===== config.mk =====
export PLATFORM = sky130hd
export DESIGN_NAME = dual_word_xcvr
export DESIGN_NICKNAME = d
export VERILOG_FILES = /design/src/rtl/xcvr_pkg.sv /design/src/rtl/xcvr_ctrl.sv /design/src/rtl/xcvr_cell.sv /design/src/rtl/xcvr_datapath.sv /design/src/rtl/dual_word_xcvr.sv
export SDC_FILE = /design/constraint.sdc
export NUM_CORES = 1
export LEC_CHECK = 0
export BUFFER_PORTS_ARGS = -buffer_cell sky130_fd_sc_hd__buf_2
export CORE_MARGIN = 2
export CORE_UTILIZATION = 35
export CTS_CLUSTER_DIAMETER = 30
export DETAILED_ROUTE_END_ITERATION = 6
export GPL_TIMING_DRIVEN = 0
export PLACE_DENSITY = 0.69
export REMOVE_ABC_BUFFERS = 1
export SYNTH_ARGS = -nofsm -noshare
export SYNTH_HDL_FRONTEND = slang
export SYNTH_SLANG_ARGS = --single-unit

===== constraint.sdc =====
create_clock -name clk -period 2.2 [get_ports clk]
set_clock_uncertainty 0.15 [all_clocks]
set_input_delay 0.22 -clock clk [delete_from_list [all_inputs] [get_ports clk]]
set_output_delay 0.22 -clock clk [all_outputs]
set_load 0.01 [all_outputs]

===== src/rtl/xcvr_pkg.sv =====
package xcvr_pkg;
  // Strobes from control to one storage path of one word
  typedef struct packed {
    logic follow;   // latch enable high: transparent, storage tracks input
    logic capture;  // latch enable low and strobe rose: load input
  } pathCtl_t;

  typedef enum logic {
    DIR_AB = 1'b0,
    DIR_BA = 1'b1
  } xferDir_e;
endpackage


===== src/rtl/xcvr_ctrl.sv =====
module xcvr_ctrl
  import xcvr_pkg::*;
#(
  parameter int NUM_WORDS = 2,
  parameter int WORD_BITS = 8,
  localparam int BUS_BITS = NUM_WORDS * WORD_BITS
) (
  input  logic                            clk,
  input  logic                            rst,
  input  logic                            xferClk,
  input  logic                            isolate,
  input  logic [NUM_WORDS-1:0]            abLe,
  input  logic [NUM_WORDS-1:0]            baLe,
  input  logic [NUM_WORDS-1:0]            abOeN,
  input  logic [NUM_WORDS-1:0]            baOeN,
  output pathCtl_t [NUM_WORDS-1:0]        abCtl,
  output pathCtl_t [NUM_WORDS-1:0]        baCtl,
  output logic [BUS_BITS-1:0]             aOutEn,
  output logic [BUS_BITS-1:0]             bOutEn
);
  logic xferClkQ;
  logic xferRise;

  // Reset to 1 so a strobe already high at reset release is not an edge
  always_ff @(posedge clk) begin
    if (rst) xferClkQ <= 1'b1;
    else     xferClkQ <= xferClk;
  end

  assign xferRise = xferClk & ~xferClkQ;

  for (genvar w = 0; w < NUM_WORDS; w++) begin : g_word
    logic bDrive;
    logic aDrive;

    always_comb begin
      abCtl[w].follow  = abLe[w];
      abCtl[w].capture = ~abLe[w] & xferRise;
      baCtl[w].follow  = baLe[w];
      baCtl[w].capture = ~baLe[w] & xferRise;
    end

    assign bDrive = ~isolate & ~abOeN[w];
    assign aDrive = ~isolate & ~baOeN[w];
    assign bOutEn[w*WORD_BITS +: WORD_BITS] = {WORD_BITS{bDrive}};
    assign aOutEn[w*WORD_BITS +: WORD_BITS] = {WORD_BITS{aDrive}};
  end


  isolate_chk: assert property (@(posedge clk) disable iff (rst)
    isolate |-> (aOutEn == '0 && bOutEn == '0));


  capture_edge_chk: assert property (@(posedge clk) disable iff (rst)
    abCtl[0].capture |-> (xferClk && !$past(xferClk)));


  follow_no_capture_chk: assert property (@(posedge clk) disable iff (rst)
    abLe[0] |-> !abCtl[0].capture);
endmodule


===== src/rtl/xcvr_cell.sv =====
module xcvr_cell
  import xcvr_pkg::*;
#(
  parameter int WORD_BITS = 8
) (
  input  logic                 clk,
  input  logic                 rst,
  input  pathCtl_t             ctl,
  input  logic [WORD_BITS-1:0] din,
  output logic [WORD_BITS-1:0] dout
);
  logic [WORD_BITS-1:0] store;

  // Tracking while transparent makes the falling-enable capture exact
  always_ff @(posedge clk) begin
    if (rst)                           store <= '0;
    else if (ctl.follow | ctl.capture) store <= din;
  end

  assign dout = ctl.follow ? din : store;


  hold_chk: assert property (@(posedge clk) disable iff (rst)
    (!ctl.follow && !ctl.capture) |=> $stable(store));


  load_chk: assert property (@(posedge clk) disable iff (rst)
    ctl.capture |=> (store == $past(din)));


  track_chk: assert property (@(posedge clk) disable iff (rst)
    ctl.follow |=> (store == $past(din)));


  reset_clear_chk: assert property (@(posedge clk)
    rst |=> (store == '0));
endmodule


===== src/rtl/xcvr_datapath.sv =====
module xcvr_datapath
  import xcvr_pkg::*;
#(
  parameter int NUM_WORDS = 2,
  parameter int WORD_BITS = 8,
  localparam int BUS_BITS = NUM_WORDS * WORD_BITS
) (
  input  logic                     clk,
  input  logic                     rst,
  input  pathCtl_t [NUM_WORDS-1:0] abCtl,
  input  pathCtl_t [NUM_WORDS-1:0] baCtl,
  input  logic [BUS_BITS-1:0]      aIn,
  input  logic [BUS_BITS-1:0]      bIn,
  output logic [BUS_BITS-1:0]      aOut,
  output logic [BUS_BITS-1:0]      bOut
);
  for (genvar w = 0; w < NUM_WORDS; w++) begin : g_word
    for (genvar d = 0; d < 2; d++) begin : g_dir
      localparam xferDir_e DIR = xferDir_e'(d);
      if (DIR == DIR_AB) begin : g_ab
        xcvr_cell #(.WORD_BITS(WORD_BITS)) u_cell (
          .clk  (clk),
          .rst  (rst),
          .ctl  (abCtl[w]),
          .din  (aIn[w*WORD_BITS +: WORD_BITS]),
          .dout (bOut[w*WORD_BITS +: WORD_BITS])
        );
      end else begin : g_ba
        xcvr_cell #(.WORD_BITS(WORD_BITS)) u_cell (
          .clk  (clk),
          .rst  (rst),
          .ctl  (baCtl[w]),
          .din  (bIn[w*WORD_BITS +: WORD_BITS]),
          .dout (aOut[w*WORD_BITS +: WORD_BITS])
        );
      end
    end
  end
endmodule


===== src/rtl/dual_word_xcvr.sv =====
module dual_word_xcvr
  import xcvr_pkg::*;
#(
  parameter int NUM_WORDS = 2,
  parameter int WORD_BITS = 8,
  localparam int BUS_BITS = NUM_WORDS * WORD_BITS
) (
  input  logic                 clk,
  input  logic                 rst,
  input  logic                 xferClk,
  input  logic                 isolate,
  input  logic [NUM_WORDS-1:0] abLe,
  input  logic [NUM_WORDS-1:0] baLe,
  input  logic [NUM_WORDS-1:0] abOeN,
  input  logic [NUM_WORDS-1:0] baOeN,
  input  logic [BUS_BITS-1:0]  aIn,
  input  logic [BUS_BITS-1:0]  bIn,
  output logic [BUS_BITS-1:0]  aOut,
  output logic [BUS_BITS-1:0]  aOutEn,
  output logic [BUS_BITS-1:0]  bOut,
  output logic [BUS_BITS-1:0]  bOutEn
);
  pathCtl_t [NUM_WORDS-1:0] abCtl;
  pathCtl_t [NUM_WORDS-1:0] baCtl;

  xcvr_ctrl #(.NUM_WORDS(NUM_WORDS), .WORD_BITS(WORD_BITS)) u_ctrl (
    .clk     (clk),
    .rst     (rst),
    .xferClk (xferClk),
    .isolate (isolate),
    .abLe    (abLe),
    .baLe    (baLe),
    .abOeN   (abOeN),
    .baOeN   (baOeN),
    .abCtl   (abCtl),
    .baCtl   (baCtl),
    .aOutEn  (aOutEn),
    .bOutEn  (bOutEn)
  );

  xcvr_datapath #(.NUM_WORDS(NUM_WORDS), .WORD_BITS(WORD_BITS)) u_data (
    .clk   (clk),
    .rst   (rst),
    .abCtl (abCtl),
    .baCtl (baCtl),
    .aIn   (aIn),
    .bIn   (bIn),
    .aOut  (aOut),
    .bOut  (bOut)
  );


  flow_ab_chk: assert property (@(posedge clk) disable iff (rst)
    abLe[0] |-> (bOut[WORD_BITS-1:0] == aIn[WORD_BITS-1:0]));


  flow_ba_chk: assert property (@(posedge clk) disable iff (rst)
    baLe[0] |-> (aOut[WORD_BITS-1:0] == bIn[WORD_BITS-1:0]));


  both_on_chk: assert property (@(posedge clk) disable iff (rst)
    (!isolate && abOeN[0] == 1'b0 && baOeN[0] == 1'b0)
      |-> (aOutEn[0] && bOutEn[0]));
endmodule


# ---- Word level (Yosys, flattened, before mapping)
# Index checks and enable logic that the tools add are counted.
dict set report classes {
  add_sub_neg 0
  mul 0
  n_div 0
  order_cmp 0
  eq_ne 0
  shift 0
  muxes 4
  bitwise 23
  n_reduce_logical 0
}
# cell n
set ops {}
lappend ops {{8-bit two-way mux} 4}
lappend ops {{1-bit inverter} 10}
lappend ops {{1-bit bitwise AND} 9}
lappend ops {{1-bit OR} 4}
dict set report word_totals {
  reg_bits 33
  latch_bits 0
  ramBits 0
  mem_bits_ro 0
  n_memories 0
}

# ---- Logic depth before layout (Yosys ltp)
dict set report depth {
  ltp_word 4
  ltp_mapped 4
  depth_no_buf 3
}

# ---- Modules after synthesis
# Synthesis repeated with hierarchy kept, for this count alone.
dict set report unflattened {
  cells_unflattened 222
  area_unflattened_um2 2048.2
}
# mod instances cells_per_inst area_each_um2 seq_area_each_um2
set by_module_without_submodules {}
lappend by_module_without_submodules {xcvr_cell 4 44 425.4 160.2}
lappend by_module_without_submodules {xcvr_ctrl 1 46 346.6 20.0}

# ---- Worst setup path after synthesis
# Ideal clock, no wire load.
dict set report synth_timing {
  path_type {in2out}
  from {in baLe[0]}
  to {out aOut[0]}
  t_arrival_ns 0.756
  required_ns 1.830
  slack_ns 1.074
  cell_stages 2
  n_path_buf 1
  path_cell_list {buf_4 mux2_2}
}
dict set report synth_via {
  elab_chain_len 1
}
# item line
set synth_lines {}
lappend synth_lines {{start: declaration} dual_word_xcvr.sv:13} ;# input logic [NUM_WORDS-1:0] baLe,
lappend synth_lines {{8-bit two-way mux} xcvr_cell.sv:20} ;# assign dout = ctl.follow ? din : store;
lappend synth_lines {{end: declaration} dual_word_xcvr.sv:18} ;# output logic [BUS_BITS-1:0] aOut,
# Every way passes these cells.

# ---- Final worst setup path
dict set report layout_timing {
  from {in xferClk}
  to {reg u_data.g_word[1].g_dir[1].g_ba.u_cell.store[5]}
}
dict set report layout_via {
  elab_chain_len 3
}
# item line
set layout_lines {}
lappend layout_lines {{start: declaration} dual_word_xcvr.sv:10} ;# input logic xferClk,
lappend layout_lines {{1-bit bitwise AND} xcvr_ctrl.sv:30} ;# assign xferRise = xferClk & ~xferClkQ;
lappend layout_lines {{1-bit bitwise AND} xcvr_ctrl.sv:40} ;# baCtl[w].capture = ~baLe[w] & xferRise;
lappend layout_lines {{1-bit OR} xcvr_cell.sv:17} ;# else if (ctl.follow | ctl.capture) store <= din;
lappend layout_lines {{end signal: assignment} xcvr_cell.sv:17}
lappend layout_lines {{end: declaration} xcvr_cell.sv:12} ;# logic [WORD_BITS-1:0] store;
# Every way passes these cells.
# A chain may end at the register's enable or synchronous reset.

==> summary.md <==
| Metric | Value |
|---|---|
| Status | finished clean |
| Crit Path Max Fanout | 8 |
| Highest clock rate | 654 MHz |
| Period minus WS final | 1.53 ns |
| Fin area | 2600 um^2 |
| Worst skew pair latency | 0.28 ns |
| Post-synth top area cell | dfxtp_1 |
| Adder-cell share of the synthesized area | 0 |
| PD cells | 588 nW/um^2 |
| Final nets | 330 |
| Ys Warns | 0 |
| Clk buf depth | 2 |
| Max rail drop VDD | 0.304 mV |
| Gpl congestion | 0.671 |
| H-Tree Level Count | 2 |
| Min-Delay Path Depth | 3 |
| Inst Count DP | 353 |
| Synth Instances | 215 |
| Final Hold Viols | 0 |
| Core area | 5960 um^2 |
| Commonest cells in the netlist | 64 x nand2b_1, 36 x buf_4, 33 x dfxtp_1 |
| Synth Cell Area | 2180 um^2 |
| Slack of the worst reg-to-reg path | 0.95 ns |
| Startpoint type of the worst setup path | primary input |
| Clock root cell | clkbuf_8 |
| Main synth FF type | dfxtp_1 |
| Worst reg2reg path depth | 3 |
| Die X | 82.9 um |
| Worst slew pin tran | 0.767 ns |
| TritonCTS Buffers | 5 |
| Rel. slew slack | 0.489 |
| Hold path startpoint | aIn[7] |
| CP required | 2.21 ns |
| Fillers | 602 |
| Clk sinks | 33 |
| Drt first-iter violations | 43 |
| Die Y | 82.9 um |
| Via density | 4.39 |
| Slew Limit Fails | 0 |
| Die ar. | 6880 um^2 |
| # DRC | 0 |
| Distinct cells, synth | 12 |
| Met1 WL | 1940 um |
| Initial Utilization | 0.366 |
| Ranking of synthesized cells by area | dfxtp_1 30%, nand2b_1 18%, mux2_2 17% |
| HPWL after detailed placement | 3050 um |
| Post-CTS Setup Inserts | 0 |
| N_diodes | 0 |
| Total Power | 0.00153 W |
| DR WL met3 | 248 um |
| First-pass GRT wire length | 6860 um |
| Static leakage | 1.28 nW |
| Simple-gate share of the synthesized area | 0.236 |
| EDFF count, synth | 0 |
| Syn Area/Cell | 10.1 um^2 |
| FF-to-FF End | u_data.g_word[1].g_dir[1].g_ba.u_cell.store[5] |
| Initial antenna violation count | 0 |
| CTS clk-pin slew, worst paths | 0.07 ns |
| Period utilization | 0.695 |
| Setup violators final | 0 |
| Largest family of logic cells by synthesized area | multiplexers |
| Grt total ovfl | 0 |
| Post-synthesis compound-gate area fraction | 0 |
| Total GRT Usage | 0.118 |
| Worst Hold Path EP | u_data.g_word[0].g_dir[0].g_ab.u_cell.store[7] |
| Sequential share of the synthesized area | 0.303 |
| TNS Setup | 0 ns |
| Crit path DAT | 1.54 ns |
| Unrepaired setup endpoints after global routing | false |
| CP endpoint kind | flop |
| Maxcap violations | 0 |
| CTS tree | yes |
| Type of the worst setup path | primary input to flop |
| # rows | 28 |
| DR WL met2 | 1950 um |
| Area Overhead vs Synth | 19.1% |
| Top-count cell post-synth | nand2b_1 |
| Initial DRT Pass Iterations | 4 |
| Worst hold path type | primary input to flop |
| Area of the multi-input gates | 1200 um^2 |
| Highest Signal Layer | met4 |
| Reg2reg start | u_ctrl.xferClkQ |
| WL final | 4160 um |
| Largest net degree at the start of global routing | 66 |
| Post-DP Area | 2490 um^2 |
| Synth async-reset ratio | 0 |
| Number of global-route vias before repair | 1,458 |
| Layout cells sized above 1 | 0.530 |
| Final instance count without filler cells | 362 |
| Seq. cell area | 661 um^2 |
| Post-synthesis mux area share | 0.312 |
| Routed length per instance | 11.5 um |
| Yosys top cell area share | 0.303 |
| Post-route ant nets | 0 |
| XOR/XNOR Fraction of Synth Area | 0 |
| # port buffers | 107 |
| I/O Pins | 108 |
| Synthesized flop and latch total | 33 |
| DR vias | 1,589 |
layout by cell type, fill, tap and decap left out:
cell | Yosys | routed
nor2_8 | 4 | 4
dlygate4sd3_1 | 0 | 1
or2_1 | 1 | 1
clkinv_2 | 0 | 1
mux2_2 | 32 | 32
nand2b_1 | 64 | 64
nor2b_4 | 1 | 1
buf_2 | 0 | 107
mux2i_1 | 32 | 32
dfxtp_1 | 33 | 33
clkbuf_8 | 0 | 7
nor2_1 | 4 | 4
critical path, cell delays in order:
cell	delay (ns)
dlygate4sd3_1	0.53
buf_2	0.11
nor2b_4	0.43
nor2_8	0.11
mux2i_1	0.15
logic make-up after synthesis:
logic type / after synthesis
simple gates: 74
mux: 64
buf+inv: 44
flops: 33
layer usage:
layer  vias up  track usage
li1        814            -
met2        44        0.196
met5         -            0
met3         4       0.0358
met1       727        0.146
met4         0       0.0402
state kept, by name, summed over array words and instances, names as in the netlist:
signal,count
u_data.g_word.g_dir.g_ba.u_cell.store,16
u_data.g_word.g_dir.g_ab.u_cell.store,16
u_ctrl.xferClkQ,1
through the flow:
stage	setup slack [ns]	hold slack [ns]	utilization
2_1_floorplan	0.597	0.167	-
3_3_place_gp	0.819	0.272	0.417
5_1_grt	0.625	0.0490	0.436
3_5_place_dp	0.795	0.271	0.417
6_report	0.671	0.0484	0.436
4_1_cts	0.658	0.0389	0.436
final cells by class:
cell class | count | area share
clock buffers | 7 | 0.0371
clock inverters | 1 | 0.00193
multi-input cells | 138 | 0.461
flip-flops and latches | 33 | 0.254
well taps | 75 | 0.0361
repair buffers | 108 | 0.210
timing repair:
action | CTS | global route
endpoints found under the setup margin | 0 | 0
hold buffers | 1 | 0
hold endpoints to repair | 1 | 0
resized for setup | 0 | 0
report_power, final:
group	switching, W	internal (W)
combinational	0.000176	0.000190
clock	0.000219	0.000283
sequential	0.0000192	0.000639
worst max-delay path by stage:
| stage | to | from | cells after the start |
|---|---|---|---|
| 2_1_floorplan | aOutEn[0] | isolate | 1 |
| 3_3_place_gp | bOut[9] | abLe[1] | 3 |
| 3_5_place_dp | u_data.g_word[1].g_dir[1].g_ba.u_cell.store[5] | rst | 3 |
| 4_1_cts | u_data.g_word[0].g_dir[1].g_ba.u_cell.store[2] | xferClk | 5 |
| 5_1_grt | u_data.g_word[0].g_dir[1].g_ba.u_cell.store[2] | xferClk | 5 |
| 6_report | u_data.g_word[1].g_dir[1].g_ba.u_cell.store[5] | xferClk | 5 |
Power figures use the tool's default switching activity.
